`config.mk`:
```
export PLATFORM = sky130hd
export DESIGN_NAME = dual_serial_master
export DESIGN_NICKNAME = d
export VERILOG_FILES = /design/src/rtl/sms_pkg.sv /design/src/rtl/sms_conv_timer.sv /design/src/rtl/sms_frame_shifter.sv /design/src/rtl/dual_serial_master.sv
export SDC_FILE = /design/constraint.sdc
export NUM_CORES = 1
export LEC_CHECK = 0
export ABC_AREA = 0
export BUFFER_PORTS_ARGS = -buffer_cell sky130_fd_sc_hd__buf_2
export CORE_UTILIZATION = 59
export DETAILED_ROUTE_END_ITERATION = 10
export GPL_TIMING_DRIVEN = 0
export PLACE_DENSITY = 0.83
export SLEW_MARGIN = 10
export SYNTH_ARGS = -nofsm -noshare
export SYNTH_HDL_FRONTEND = slang
export SYNTH_SLANG_ARGS = --single-unit
```
`constraint.sdc`:
```
create_clock -name clk -period 2.06 [get_ports clk]
set_input_delay 0.206 -clock clk [delete_from_list [all_inputs] [get_ports clk]]
set_output_delay 0.206 -clock clk [all_outputs]
set_load 0.05 [all_outputs]
```
`src/rtl/sms_pkg.sv`:
```
// Shared types and helpers for the dual-channel master serial controller.
// Assumes: a frame is two equal-width channel words.
package sms_pkg;
    typedef enum logic [1:0] {
        SH_IDLE = 2'd0,
        SH_LOW  = 2'd1,
        SH_HIGH = 2'd2,
        SH_GAP  = 2'd3
    } shift_state_t;
endpackage

```
`src/rtl/sms_conv_timer.sv`:
```
// Models the fixed-length conversion phase and the result holding register.
// Assumes: start is only raised when the phase is not running (the top gates it).
module sms_conv_timer #(
    parameter int CONV_CYCLES = 160,
    parameter int WORD_W      = 16
) (
    input  logic              clk,
    input  logic              rst_n,
    input  logic              start,
    input  logic [WORD_W-1:0] ch_a,
    input  logic [WORD_W-1:0] ch_b,
    output logic              running,
    output logic              conv_end,
    output logic [WORD_W-1:0] hold_a,
    output logic [WORD_W-1:0] hold_b,
    output logic              hold_valid
);
    localparam int CNT_W = $clog2(CONV_CYCLES + 1);

    logic [CNT_W-1:0] cnt_q;

    assign conv_end = running && (cnt_q == '0);

    // Count the conversion phase down and capture both words at its end.
    always_ff @(posedge clk) begin
        if (!rst_n) begin
            running    <= 1'b0;
            cnt_q      <= '0;
            hold_a     <= '0;
            hold_b     <= '0;
            hold_valid <= 1'b0;
        end else if (start) begin
            running <= 1'b1;
            cnt_q   <= CNT_W'(CONV_CYCLES - 1);
        end else if (conv_end) begin
            running    <= 1'b0;
            hold_a     <= ch_a;
            hold_b     <= ch_b;
            hold_valid <= 1'b1;
        end else if (running) begin
            cnt_q <= cnt_q - 1'b1;
        end
    end


    hold_only_at_end_chk: assert property (@(posedge clk) disable iff (!rst_n)
        $rose(hold_valid) |-> $past(running));
endmodule

```
`src/rtl/sms_frame_shifter.sv`:
```
// Shifts one frame out MSB first with a generated serial clock and strobe.
// Assumes: load is never raised while a frame is running; half_len >= 1.
module sms_frame_shifter
    import sms_pkg::*;
#(
    parameter int FRAME_W = 32,
    parameter int HALF_W  = 5
) (
    input  logic               clk,
    input  logic               rst_n,
    input  logic               load,
    input  logic [FRAME_W-1:0] load_word,
    input  logic [HALF_W-1:0]  half_len,
    input  logic               gap_en,
    output logic               sclk_int,
    output logic               sync_int,
    output logic               sdout_int,
    output logic               active,
    output logic               done
);
    localparam int BIT_W = $clog2(FRAME_W);
    localparam logic [BIT_W-1:0] LAST_BIT = BIT_W'(FRAME_W - 1);
    localparam logic [BIT_W-1:0] MID_BIT  = BIT_W'(FRAME_W / 2 - 1);

    shift_state_t       state_q;
    logic [FRAME_W-1:0] shreg_q;
    logic [HALF_W-1:0]  timer_q;
    logic [HALF_W-1:0]  half_q;
    logic [BIT_W-1:0]   bit_q;
    logic               gap_q;

    assign active    = (state_q != SH_IDLE);
    assign sclk_int  = (state_q == SH_HIGH);
    assign sync_int  = active && (state_q != SH_GAP);
    assign sdout_int = active ? shreg_q[FRAME_W-1] : 1'b0;
    assign done      = (state_q == SH_HIGH) && (timer_q == '0) && (bit_q == LAST_BIT);

    // Step through low/high half-periods, shifting after each falling edge.
    always_ff @(posedge clk) begin
        if (!rst_n) begin
            state_q <= SH_IDLE;
            shreg_q <= '0;
            timer_q <= '0;
            half_q  <= '0;
            bit_q   <= '0;
            gap_q   <= 1'b0;
        end else if (load) begin
            state_q <= SH_LOW;
            shreg_q <= load_word;
            timer_q <= half_len - 1'b1;
            half_q  <= half_len;
            bit_q   <= '0;
            gap_q   <= gap_en;
        end else if (active) begin
            if (timer_q != '0) begin
                timer_q <= timer_q - 1'b1;
            end else begin
                timer_q <= half_q - 1'b1;
                unique case (state_q)
                    SH_LOW:  state_q <= SH_HIGH;
                    SH_GAP:  state_q <= SH_LOW;
                    SH_HIGH: begin
                        if (bit_q == LAST_BIT) begin
                            state_q <= SH_IDLE;
                        end else begin
                            shreg_q <= {shreg_q[FRAME_W-2:0], 1'b0};
                            bit_q   <= bit_q + 1'b1;
                            state_q <= (gap_q && bit_q == MID_BIT) ? SH_GAP : SH_LOW;
                        end
                    end
                    default: state_q <= SH_IDLE;
                endcase
            end
        end
    end


    data_steady_chk: assert property (@(posedge clk) disable iff (!rst_n)
        (sclk_int && $past(sclk_int)) |-> $stable(sdout_int));


    no_reload_chk: assert property (@(posedge clk) disable iff (!rst_n)
        load |-> !active);


    gap_sync_chk: assert property (@(posedge clk) disable iff (!rst_n)
        ($fell(sync_int) && active) |-> (gap_q && bit_q == MID_BIT + 1'b1));
endmodule

```
`src/rtl/dual_serial_master.sv`:
```
// Top: conversion phase, read-mode sequencing, channel ordering and pin polarity.
// Assumes: CONV_CYCLES >= 64*2 + 2, so a read-during frame ends before busy drops.
module dual_serial_master #(
    parameter int WORD_W      = 16,
    parameter int CONV_CYCLES = 160
) (
    input  logic              clk,
    input  logic              rst_n,
    input  logic              conv_start,
    input  logic [WORD_W-1:0] ch_a,
    input  logic [WORD_W-1:0] ch_b,
    input  logic              order_a_first,
    input  logic              inv_sclk,
    input  logic              inv_sync,
    input  logic [1:0]        div_sel,
    input  logic              read_during,
    output logic              sclk,
    output logic              sdout,
    output logic              sync,
    output logic              busy
);
    localparam int FRAME_W = 2 * WORD_W;
    localparam int HALF_W  = 5;
    localparam logic [HALF_W-1:0] FAST_HALF = HALF_W'(2);

    logic              busy_q, mode_q, rac_load_q;
    logic              accept, rdc_load, frame_load;
    logic              conv_run, conv_end, hold_valid;
    logic [WORD_W-1:0] hold_a, hold_b;
    logic [FRAME_W-1:0] frame_word;
    logic [HALF_W-1:0] half_len;
    logic              sclk_int, sync_int, sdout_int, frame_active, frame_done;

    assign accept     = conv_start && !busy_q;
    assign rdc_load   = accept && read_during && hold_valid;
    assign frame_load = rdc_load || rac_load_q;
    assign frame_word = order_a_first ? {hold_a, hold_b} : {hold_b, hold_a};
    assign half_len   = rdc_load ? FAST_HALF : (FAST_HALF << div_sel);

    sms_conv_timer #(
        .CONV_CYCLES(CONV_CYCLES),
        .WORD_W     (WORD_W)
    ) u_conv (
        .clk       (clk),
        .rst_n     (rst_n),
        .start     (accept),
        .ch_a      (ch_a),
        .ch_b      (ch_b),
        .running   (conv_run),
        .conv_end  (conv_end),
        .hold_a    (hold_a),
        .hold_b    (hold_b),
        .hold_valid(hold_valid)
    );

    sms_frame_shifter #(
        .FRAME_W(FRAME_W),
        .HALF_W (HALF_W)
    ) u_shift (
        .clk      (clk),
        .rst_n    (rst_n),
        .load     (frame_load),
        .load_word(frame_word),
        .half_len (half_len),
        .gap_en   (rdc_load),
        .sclk_int (sclk_int),
        .sync_int (sync_int),
        .sdout_int(sdout_int),
        .active   (frame_active),
        .done     (frame_done)
    );

    // Track busy, the latched read mode and the delayed read-after load.
    always_ff @(posedge clk) begin
        if (!rst_n) begin
            busy_q     <= 1'b0;
            mode_q     <= 1'b0;
            rac_load_q <= 1'b0;
        end else begin
            rac_load_q <= conv_end && !mode_q;
            if (accept) begin
                busy_q <= 1'b1;
                mode_q <= read_during;
            end else if (conv_end && mode_q) begin
                busy_q <= 1'b0;
            end else if (frame_done && !mode_q) begin
                busy_q <= 1'b0;
            end
        end
    end

    assign sclk  = sclk_int ^ inv_sclk;
    assign sync  = sync_int ^ inv_sync;
    assign sdout = sdout_int;
    assign busy  = busy_q;


    idle_pins_chk: assert property (@(posedge clk) disable iff (!rst_n)
        !frame_active |-> (!sdout && sclk == inv_sclk && sync == inv_sync));


    rac_busy_cover_chk: assert property (@(posedge clk) disable iff (!rst_n)
        (frame_active && !mode_q) |-> busy);


    busy_rise_chk: assert property (@(posedge clk) disable iff (!rst_n)
        $rose(busy) |-> $past(conv_start));


    rdc_busy_end_chk: assert property (@(posedge clk) disable iff (!rst_n)
        ($fell(busy) && mode_q) |-> $past(conv_run));
endmodule

```
==> impl_metrics.csv, run 1 <==
group,metric,value,unit
global_routing,overflow,0,
clock_tree,clk_pin_slew,0.09,ns
timing,hold_viol,0,
pwr,p_per_area,800,nW/µm²
critical_path,slowest_delay,0.43,ns
synth,yosys_warnings,0,
detailed_routing,wl_per_cell,15.2,µm
detailed_routing,drtAntennaViolNets,0,
timing,setup_slack,0.115,ns
die,floorplan.initialDensity,61.0,%
synth,synth_edf_count,0,
layout,fillerInstances,653,
pwr,ir_drop,0.000707,V
synth,synth_seq_area_share,39.7,%
place,port_buffers,42,
place,hpwl,7710,µm
hold_path,min_from,"ch_a[5]",
clock_tree,cts_htree_levels,3,
synth,synthArstFlopShare,0,%
layout,final_cell_area,5320,µm²
critical_path,worstSetupPathDepth,6,
global_routing,antenna_found_initial,0,
die,die_y,91.6,µm
clock_tree,hold_buffers,0,
timing,fin_crit_sh,94.4,%
timing,fmax,514,MHz
global_routing,groute.usage.overall,26.5,%
layout,post-route-util,68.5,%
layout,synthToLayoutAreaGrowth,12.2,%
clock_tree,cts_num_sinks,94,
critical_path,cpMaxStageDelayCell,"buf_1",
synth,synth.distinct_cells,58,
synth,synthCells,529,
clock_tree,root_buffer,"clkbuf_8",
layout,n_antenna_cell,0,
timing,slew_headroom,61.2,%
place,dp_slack,-0.0637,ns
synth,synth_top_area_share,39.7,%
hold_path,whs_path_depth,3,
timing,hold_ws,0.0768,ns
clock_tree,cts_tree,"built",
detailed_routing,finalWirelength,10500,µm
global_routing,grt_max_degree,16,
critical_path,worst-path-buf-inv,2,
detailed_routing,drtIter0Drc,101,
hold_path,hold_end,"u_conv.hold_a[5]",
critical_path,cp_max_fo,10,
critical_path,worstSetupStartpointType,"flop",
run,drv_cap,0,
critical_path,crit_required,2.35,ns
detailed_routing,vias_per_cell,5.60,
synth,synth-seq-cells,94,
layout,drive_gt1_share,21.5,%
critical_path,worst-setup-path-type,"flop to flop",
die,die_area,8400,µm²
timing,fin_skew,0.00993,ns
timing,fin_crit,1.94,ns
clock_tree,clkLatencyLatePin,0.36,ns
critical_path,r2r-end,"u_shift.shreg_q[22]",
timing,slew_viol_final,0,
global_routing,grt_pass1_wl,17700,µm
die,ioPinCount,45,
critical_path,crit_family,"buffers and inverters",
critical_path,crit_arrival,2.24,ns
global_routing,grt_pass1_vias,3957,
layout,fin_nets,633,
status,status,"completed",
critical_path,r2r_start,"busy",
critical_path,critical_path.endpoint_type,"flop",
clock_tree,numCtsBuffers,9,
place,globalplace.congestion,0.813,
timing,max_slew.worst_pin.slew,0.582,ns
synth,netlist_area,4740,µm²
detailed_routing,drc,0,
timing,rsz0062_at_grt,"false",
clock_tree,max-clock-path-buffers,2,
critical_path,reg2reg_slack,0.12,ns
die,core_area,7770,µm²
die,die_w,91.6,µm
timing,tns,0,ns
critical_path,rr_worst_depth,6,
synth,synth_area_leaders,"dfxtp_1 40%, nand2_1 11%, mux2i_1 7.2%, a21boi_2 6.9%, o211ai_1 4.9%",
timing,setup_viol,0,
detailed_routing,drt-pass1-iter-count,5,
hold_path,hold_path_class,"primary input to flop",
detailed_routing,vias,3859,
synth,yosysMostFrequentCell,"nand2_1",
synth,synth_flop_cell,"dfxtp_1",
pwr,leakage,1.98,nW
synth,synth_fp_nets,580,
synth,avgSynthCellArea,8.96,µm²
synth,synth_top_area_cell,"dfxtp_1",
die,rows,32,
clock_tree,post-cts-setup-buffer-count,0,
synth,synth_common_cells,"144 x nand2_1, 94 x dfxtp_1, 34 x mux2i_1, 31 x o211ai_1, 29 x a21boi_2",
place,dpl_cell_area,5080,µm²
critical_path,worstPathCellList,"nand4b_1, nand2b_1, buf_2, buf_1, o211ai_1, a21boi_1",
[sequential cells by signal (all words and copies together), names as in the netlist]
name               flops
u_shift.timer_q        5
u_shift.half_q         4
u_conv.cnt_q           8
u_shift.gap_q          1
rac_load_q             1
u_conv.hold_b         16
u_conv.running         1
u_conv.hold_a         16
busy                   1
u_shift.bit_q          5
mode_q                 1
u_shift.state_q        2
u_conv.hold_valid      1
u_shift.shreg_q       32
[routing by layer]
metal  vias to the layer above  part of all wire, %  GRT usage (%)
met2                        87                   49           47.3
met1                      1818                   44           30.5
met4                         0                  3.3           14.3
met5                         -                    0              0
met3                        36                  3.4           3.57
li1                       1918                    -              -
[power breakdown]
group          internal [W]  switching [W]  total [W]
logic              0.000380       0.000492   0.000872
clock network      0.000720       0.000648    0.00137
registers           0.00191       0.000104    0.00202
total               0.00301        0.00124    0.00426
[final cells by class]
type / instances / area, µm² / area share (%)
inverters: 7 / 26.3 / 0.494
flip-flops and latches: 94 / 1890 / 35.5
clock inverters: 5 / 81.3 / 1.53
clock buffers: 11 / 141 / 2.66
repair buffers: 42 / 210 / 3.95
well taps: 102 / 128 / 2.40
plain buffers: 37 / 228 / 4.28
multi-input cells: 391 / 2620 / 49.2
[logic make-up (layout without fill, tap and decap cells)]
logic type / Yosys count / in the layout / share of synthesized area, %
multiplexers: 35 / 35 / 7.42
AND/OR/NAND/NOR: 195 / 195 / 18.8
adder cells (fa/ha/maj): 10 / 10 / 2.64
buffers and inverters: 44 / 102 / 5.25
flip-flops: 94 / 94 / 39.7
AO/OA/AOI/OAI: 136 / 136 / 23.4
XOR/XNOR: 15 / 15 / 2.77
[worst register-to-register path, stage by stage (launching register included)]
cell,delay (ns)
dfxtp_1,0.34
nand4b_1,0.31
nand2b_1,0.21
buf_2,0.24
buf_1,0.43
o211ai_1,0.18
a21boi_1,0.17
[placed cells by master, fill, tap and decap left out, types with 12 or more instances in the layout]
| cell type | synthesis | final |
|---|---|---|
| buf_2 | 13 | 54 |
| nor2_1 | 12 | 12 |
| clkbuf_1 | 12 | 13 |
| mux2i_1 | 34 | 34 |
| dfxtp_1 | 94 | 91 |
| xor2_1 | 13 | 13 |
| a21boi_1 | 28 | 28 |
| o211ai_1 | 31 | 31 |
| a21boi_0 | 20 | 20 |
| nand2_1 | 144 | 144 |
| a21boi_2 | 29 | 29 |
[worst max path at each step]
stage	from	slack, ns	end
detailed placement	u_shift.bit_q[0]	-0.06	u_shift.bit_q[3]
finish	busy	0.12	u_shift.shreg_q[22]
CTS	u_shift.bit_q[0]	0.06	u_shift.bit_q[3]
global route	busy	0.001	u_shift.shreg_q[24]
floorplan	busy	0.13	u_shift.timer_q[4]
global placement	u_shift.bit_q[0]	0.005	u_shift.bit_q[3]
[metrics by stage]
step | total power, W | cells
2_1_floorplan | 0.00269 | 529
3_3_place_gp | 0.00287 | 673
3_5_place_dp | 0.00291 | 673
4_1_cts | 0.00425 | 689
5_1_grt | 0.00446 | 689
6_report | 0.00426 | 689
[what timing repair did]
action                     CTS  global route
gates resized for setup      1             7
setup endpoints to repair    6             9
hold endpoints to repair     0             0
No activity file was read; power rests on OpenSTA's default activity.
==> run 2, diff against run 1 <==
--- a/config.mk
+++ b/config.mk
@@ -7,10 +7,13 @@
 export LEC_CHECK = 0
 export ABC_AREA = 0
 export BUFFER_PORTS_ARGS = -buffer_cell sky130_fd_sc_hd__buf_2
-export CORE_UTILIZATION = 59
+export CELL_PAD_IN_SITES_DETAIL_PLACEMENT = 1
+export CELL_PAD_IN_SITES_GLOBAL_PLACEMENT = 1
+export CORE_UTILIZATION = 45
 export DETAILED_ROUTE_END_ITERATION = 10
 export GPL_TIMING_DRIVEN = 0
 export PLACE_DENSITY = 0.83
+export SETUP_SLACK_MARGIN = 0.15
 export SLEW_MARGIN = 10
 export SYNTH_ARGS = -nofsm -noshare
 export SYNTH_HDL_FRONTEND = slang
==> impl_metrics.csv, run 2 (same netlist as run 1, synthesis figures left out) <==
group,metric,value,unit
place,port_buffers,42,
place,hpwl,8930,µm
pwr,power,0.00447,W
hold_path,hold_path_class,"primary input to flop",
layout,fillerInstances,1244,
layout,multi_input_area,2660,µm²
detailed_routing,wl_per_cell,16.8,µm
clock_tree,cts_num_sinks,94,
detailed_routing,finalWirelength,12100,µm
timing,fin_crit_sh,93.3,%
critical_path,slowest_delay,0.35,ns
critical_path,crit_required,2.32,ns
detailed_routing,drc,0,
layout,fin_nets,635,
critical_path,crit_family,"simple AND/OR/NAND/NOR gates",
global_routing,grt_pass1_wl,20700,µm
detailed_routing,vias,3915,
layout,regMostFlops,"u_shift.shreg_q",
critical_path,cpMaxStageDelayCell,"dfxtp_2",
status,status,"completed",
die,die_y,105,µm
layout,drive_gt1_share,24.5,%
critical_path,crit_arrival,2.19,ns
die,die_area,10900,µm²
layout,synthToLayoutAreaGrowth,15.2,%
critical_path,crit_top_cell,"and3_4",
layout,reg_top3,"u_shift.shreg_q x32, u_conv.hold_a x16, u_conv.hold_b x16",
critical_path,worst-setup-path-type,"flop to flop",
detailed_routing,drtAntennaViolNets,0,
timing,setup_slack,0.138,ns
place,dpl_cell_area,5120,µm²
critical_path,worstPathCellList,"ha_2, and3_4, ha_4, nor2b_4, and3_4, buf_6, nand4_1, xor2_1, nor2_1",
place,dp_slack,-0.128,ns
layout,final_cell_area,5460,µm²
layout,mostFrequentLayoutCell,"nand2_1",
global_routing,grt_max_degree,16,
critical_path,worstSetupStartpointType,"flop",
detailed_routing,drtIter0Drc,105,
critical_path,cp_max_fo,6,
die,core_area,10300,µm²
timing,fin_crit,1.92,ns
clock_tree,clk_pin_slew,0.09,ns
die,rows,37,
pwr,ir_drop,0.000590,V
clock_tree,cts_htree_levels,3,
critical_path,worst-path-buf-inv,1,
global_routing,grt_pass1_vias,4429,
timing,setup_viol,0,
timing,rsz0062_at_grt,"true",
die,floorplan.initialDensity,46.1,%
layout,regArea,1900,µm²
critical_path,critical_path.endpoint_type,"flop",
layout,largest_register_ffs,32,
timing,hold_ws,0.0691,ns
clock_tree,clkLatencyLatePin,0.37,ns
clock_tree,numCtsBuffers,9,
global_routing,overflow,0,
global_routing,antenna_found_initial,0,
timing,slew_viol_final,0,
pwr,p_per_area,818,nW/µm²
run,drv_cap,0,
clock_tree,root_buffer,"clkbuf_8",
global_routing,groute.usage.overall,23.6,%
timing,fin_skew,0.0145,ns
die,die_w,105,µm
place,globalplace.congestion,0.814,
layout,mostFrequentLayoutCells,"144 x nand2_1, 87 x dfxtp_1, 52 x buf_2",
timing,slew_headroom,61.7,%
detailed_routing,vias_per_cell,5.41,
layout,n_antenna_cell,0,
timing,max_slew.worst_pin.slew,0.567,ns
clock_tree,max-clock-path-buffers,2,
clock_tree,cts_tree,"built",
die,ioPinCount,45,
pwr,leakage,2.01,nW
detailed_routing,drt-pass1-iter-count,4,
timing,hold_viol,0,
timing,fmax,520,MHz
[run 2: timing repair]
action | in CTS | in global routing
hold buffers | 0 | 0
resized for setup | 7 | 25
setup endpoints to repair | 38 | 37
gates cloned | 0 | 0
pin swaps | 0 | 4
setup buffers | 1 | 1
[run 2: path summary, 6_finish.rpt]
path | cells past startpoint | startpoint | slack (ns) | end
setup / recovery | 9 | u_shift.bit_q[0] | 0.14 | u_shift.bit_q[3]
hold / removal | 3 | ch_a[7] | 0.07 | u_conv.hold_a[7]
setup reg to reg | 9 | u_shift.bit_q[0] | 0.14 | u_shift.bit_q[3]
hold reg to reg | 2 | u_shift.shreg_q[31] | 0.45 | u_shift.shreg_q[31]
[run 2: final cells by class]
cell class / count / share of cell area (%)
multi-input cells: 391 / 48.6
flip-flops and latches: 94 / 34.7
plain buffers: 37 / 4.42
repair buffers: 44 / 4.17
well taps: 136 / 3.11
clock buffers: 10 / 2.52
clock inverters: 5 / 1.95
inverters: 7 / 0.481
[run 2: worst register-to-register path, stage by stage (launching register included)]
cell     delay (ns)
dfxtp_2        0.35
ha_2           0.18
and3_4         0.19
ha_4           0.17
nor2b_4        0.17
and3_4         0.22
buf_6          0.12
nand4_1        0.13
xor2_1         0.23
nor2_1         0.06
[run 2: through the flow]
| step | setup TNS (ns) | instances | util, % |
|---|---|---|---|
| finish | 0 | 724 | 53.2 |
| global placement | -0.0568 | 707 | 49.8 |
| global route | 0 | 724 | 53.2 |
| detailed placement | -0.420 | 707 | 49.8 |
| CTS | 0 | 723 | 52.4 |
| floorplan | 0 | 529 | - |
[run 2: metal layers]
metal	vias to the layer above	GRT usage [%]	part of all wire (%)
met5	-	0	0
met4	0	9.46	1.7
met3	15	2.50	2.2
met2	51	44.9	54
met1	1920	26.6	43
li1	1929	-	-
[run 2: power breakdown]
| group | switching (W) | total (W) | internal, W |
|---|---|---|---|
| clock network | 0.000675 | 0.00151 | 0.000837 |
| logic | 0.000521 | 0.000926 | 0.000405 |
| registers | 0.000105 | 0.00203 | 0.00192 |
| total | 0.00130 | 0.00447 | 0.00317 |
==> run 3, diff against run 2 <==
--- a/config.mk
+++ b/config.mk
@@ -5,11 +5,11 @@
 export SDC_FILE = /design/constraint.sdc
 export NUM_CORES = 1
 export LEC_CHECK = 0
-export ABC_AREA = 0
+export ABC_AREA = 1
 export BUFFER_PORTS_ARGS = -buffer_cell sky130_fd_sc_hd__buf_2
 export CELL_PAD_IN_SITES_DETAIL_PLACEMENT = 1
 export CELL_PAD_IN_SITES_GLOBAL_PLACEMENT = 1
-export CORE_UTILIZATION = 45
+export CORE_UTILIZATION = 43
 export DETAILED_ROUTE_END_ITERATION = 10
 export GPL_TIMING_DRIVEN = 0
 export PLACE_DENSITY = 0.83
==> impl_metrics.csv, run 3 <==
group,metric,value,unit
die,rows,37,
detailed_routing,drc,0,
critical_path,crit_required,1.85,ns
timing,setup_viol,0,
clock_tree,cts_tree,"built",
run,drv_cap,0,
global_routing,groute.usage.overall,24.9,%
detailed_routing,wl_per_cell,16.0,µm
layout,fin_cells,816,
timing,slew_headroom,58.3,%
layout,synthToLayoutAreaGrowth,13.9,%
detailed_routing,finalWirelength,13100,µm
timing,fmax,553,MHz
synth,synth_fp_nets,672,
synth,synth_edf_count,0,
synth,synthArstFlopShare,0,%
detailed_routing,drt-pass1-iter-count,4,
timing,hold_viol,0,
detailed_routing,drtAntennaViolNets,0,
place,port_buffers,43,
detailed_routing,drtIter0Drc,137,
timing,fin_skew,0.00856,ns
timing,tns,0,ns
clock_tree,root_buffer,"clkbuf_8",
synth,synth_common_cells,"133 x nand2_1, 94 x dfxtp_1, 77 x o21ai_0, 72 x inv_1, 49 x a21oi_1",
place,globalplace.congestion,0.855,
synth,yosysMostFrequentCell,"nand2_1",
detailed_routing,vias_per_cell,5.25,
layout,fillerInstances,1356,
pwr,leakage,2.04,nW
synth,synth-seq-cells,94,
synth,synthCells,621,
critical_path,worstSetupStartpointType,"flop",
clock_tree,clkLatencyLatePin,0.38,ns
synth,synth.distinct_cells,40,
synth,synth_area_leaders,"dfxtp_1 41%, nand2_1 11%, o21ai_0 8.4%, inv_1 5.9%, a21oi_1 5.3%",
synth,synth_flop_cell,"dfxtp_1",
clock_tree,max-clock-path-buffers,2,
layout,largest_register_ffs,32,
synth,netlist_area,4610,µm²
place,hpwl,9820,µm
die,die_y,106,µm
layout,post-route-util,50.7,%
critical_path,worst-setup-path-type,"flop to output pin",
synth,yosys_warnings,0,
timing,max_slew.worst_pin.slew,0.626,ns
critical_path,crit_arrival,1.60,ns
critical_path,cp_max_fo,5,
pwr,power,0.00389,W
pwr,p_per_area,740,nW/µm²
status,status,"completed",
timing,rsz0062_at_grt,"false",
die,die_area,11100,µm²
global_routing,grt_pass1_vias,4542,
global_routing,antenna_found_initial,0,
pwr,ir_drop,0.000369,V
detailed_routing,vias,4284,
die,ioPinCount,45,
timing,fin_crit_sh,87.7,%
layout,drive_gt1_share,16.9,%
layout,n_antenna_cell,0,
clock_tree,clk_pin_slew,0.09,ns
synth,synth_seq_area_share,40.8,%
critical_path,rr_worst_depth,12,
synth,synth_top_area_share,40.8,%
global_routing,overflow,0,
layout,reg_top3,"u_shift.shreg_q x32, u_conv.hold_a x16, u_conv.hold_b x16",
critical_path,critical_path.endpoint_type,"output pin",
clock_tree,cts_num_sinks,94,
hold_path,hold_path_class,"primary input to flop",
timing,slew_viol_final,0,
die,floorplan.initialDensity,44.5,%
hold_path,whs_path_depth,3,
synth,synth_top_area_cell,"dfxtp_1",
clock_tree,numCtsBuffers,9,
die,die_w,106,µm
layout,fin_nets,727,
timing,fin_crit,1.81,ns
place,dp.cells,800,
clock_tree,cts_htree_levels,3,
global_routing,grt_pass1_wl,21600,µm
die,core_area,10400,µm²
layout,regMostFlops,"u_shift.shreg_q",
global_routing,grt_max_degree,15,
layout,mostFrequentLayoutCell,"nand2_1",
synth,avgSynthCellArea,7.43,µm²
layout,mostFrequentLayoutCells,"133 x nand2_1, 94 x dfxtp_1, 74 x o21ai_0",
==> run 3: changes by cell type in the layout (fill, tap and decap cells not counted), moves of 12 or more <==
cell,change
a21oi_1,+44
a21boi_0,-20
a21boi_2,-29
a31oi_1,+29
mux2i_1,-34
o211ai_1,-30
nand3_1,+12
a21boi_1,-28
o21a_1,+27
inv_1,+62
o21ai_0,+67
nor2_1,+12
==> run 3: power by group <==
group          switching, W  internal (W)  leakage [nW]
sequential        0.0000481       0.00189         0.762
clock              0.000664      0.000740         0.115
combinational      0.000354      0.000189          1.16
==> run 3: logic make-up after synthesis <==
group / Yosys count / synth area share, %
compound gates: 198 / 24.7
xor+xnor: 5 / 0.949
fa+ha+maj: 10 / 2.71
buf+inv: 113 / 11.4
flops: 94 / 40.8
simple gates: 201 / 19.4
==> run 3: routing by layer <==
layer	GRT usage, %	up-vias	wire [µm]
li1	-	2153	-
met1	30.7	2045	6000
met2	44.1	66	6490
met3	2.91	20	310
met4	10.3	0	280
met5	0	-	0
==> run 3: final timing paths <==
kind	from	endpoint	slack (ns)
setup / recovery	u_shift.state_q[1]	sync	0.25
hold / removal	ch_a[6]	u_conv.hold_a[6]	0.1
setup reg to reg	u_shift.bit_q[0]	u_shift.shreg_q[10]	0.26
hold reg to reg	mode_q	rac_load_q	0.44
==> run 3: timing repair <==
item / in CTS / in global routing
pin swaps: 1 / 2
hold buffers: 0 / 0
setup endpoints to repair: 32 / 44
cloned: 0 / 0
resized for setup: 3 / 9
buffers inserted: 1 / 0
==> run 3: critical path, stage by stage (launching register included) <==
cell and delay, ns:
dfxtp_1 0.42, inv_1 0.09, ha_1 0.29, xor2_1 0.15, buf_2 0.27
==> run 3: final cells by class <==
type	count	area, µm²	area share, %
Tap cell	136	170	3.24
Sequential cell	94	1880	35.8
Clock inverter	4	70.1	1.33
Timing Repair Buffer	44	223	4.24
Buffer	35	224	4.26
Clock buffer	11	151	2.88
Inverter	78	300	5.71
Multi-Input combinational cell	414	2230	42.5
==> run 3: through the flow <==
step                area (µm²)  hold WS, ns  setup WS (ns)
CTS                       5240       0.0968          0.169
global route              5260        0.122          0.148
finish                    5260       0.0976          0.253
detailed placement        5000        0.423         0.0691
global placement          5000        0.412          0.151
floorplan                 4610        0.345          0.320
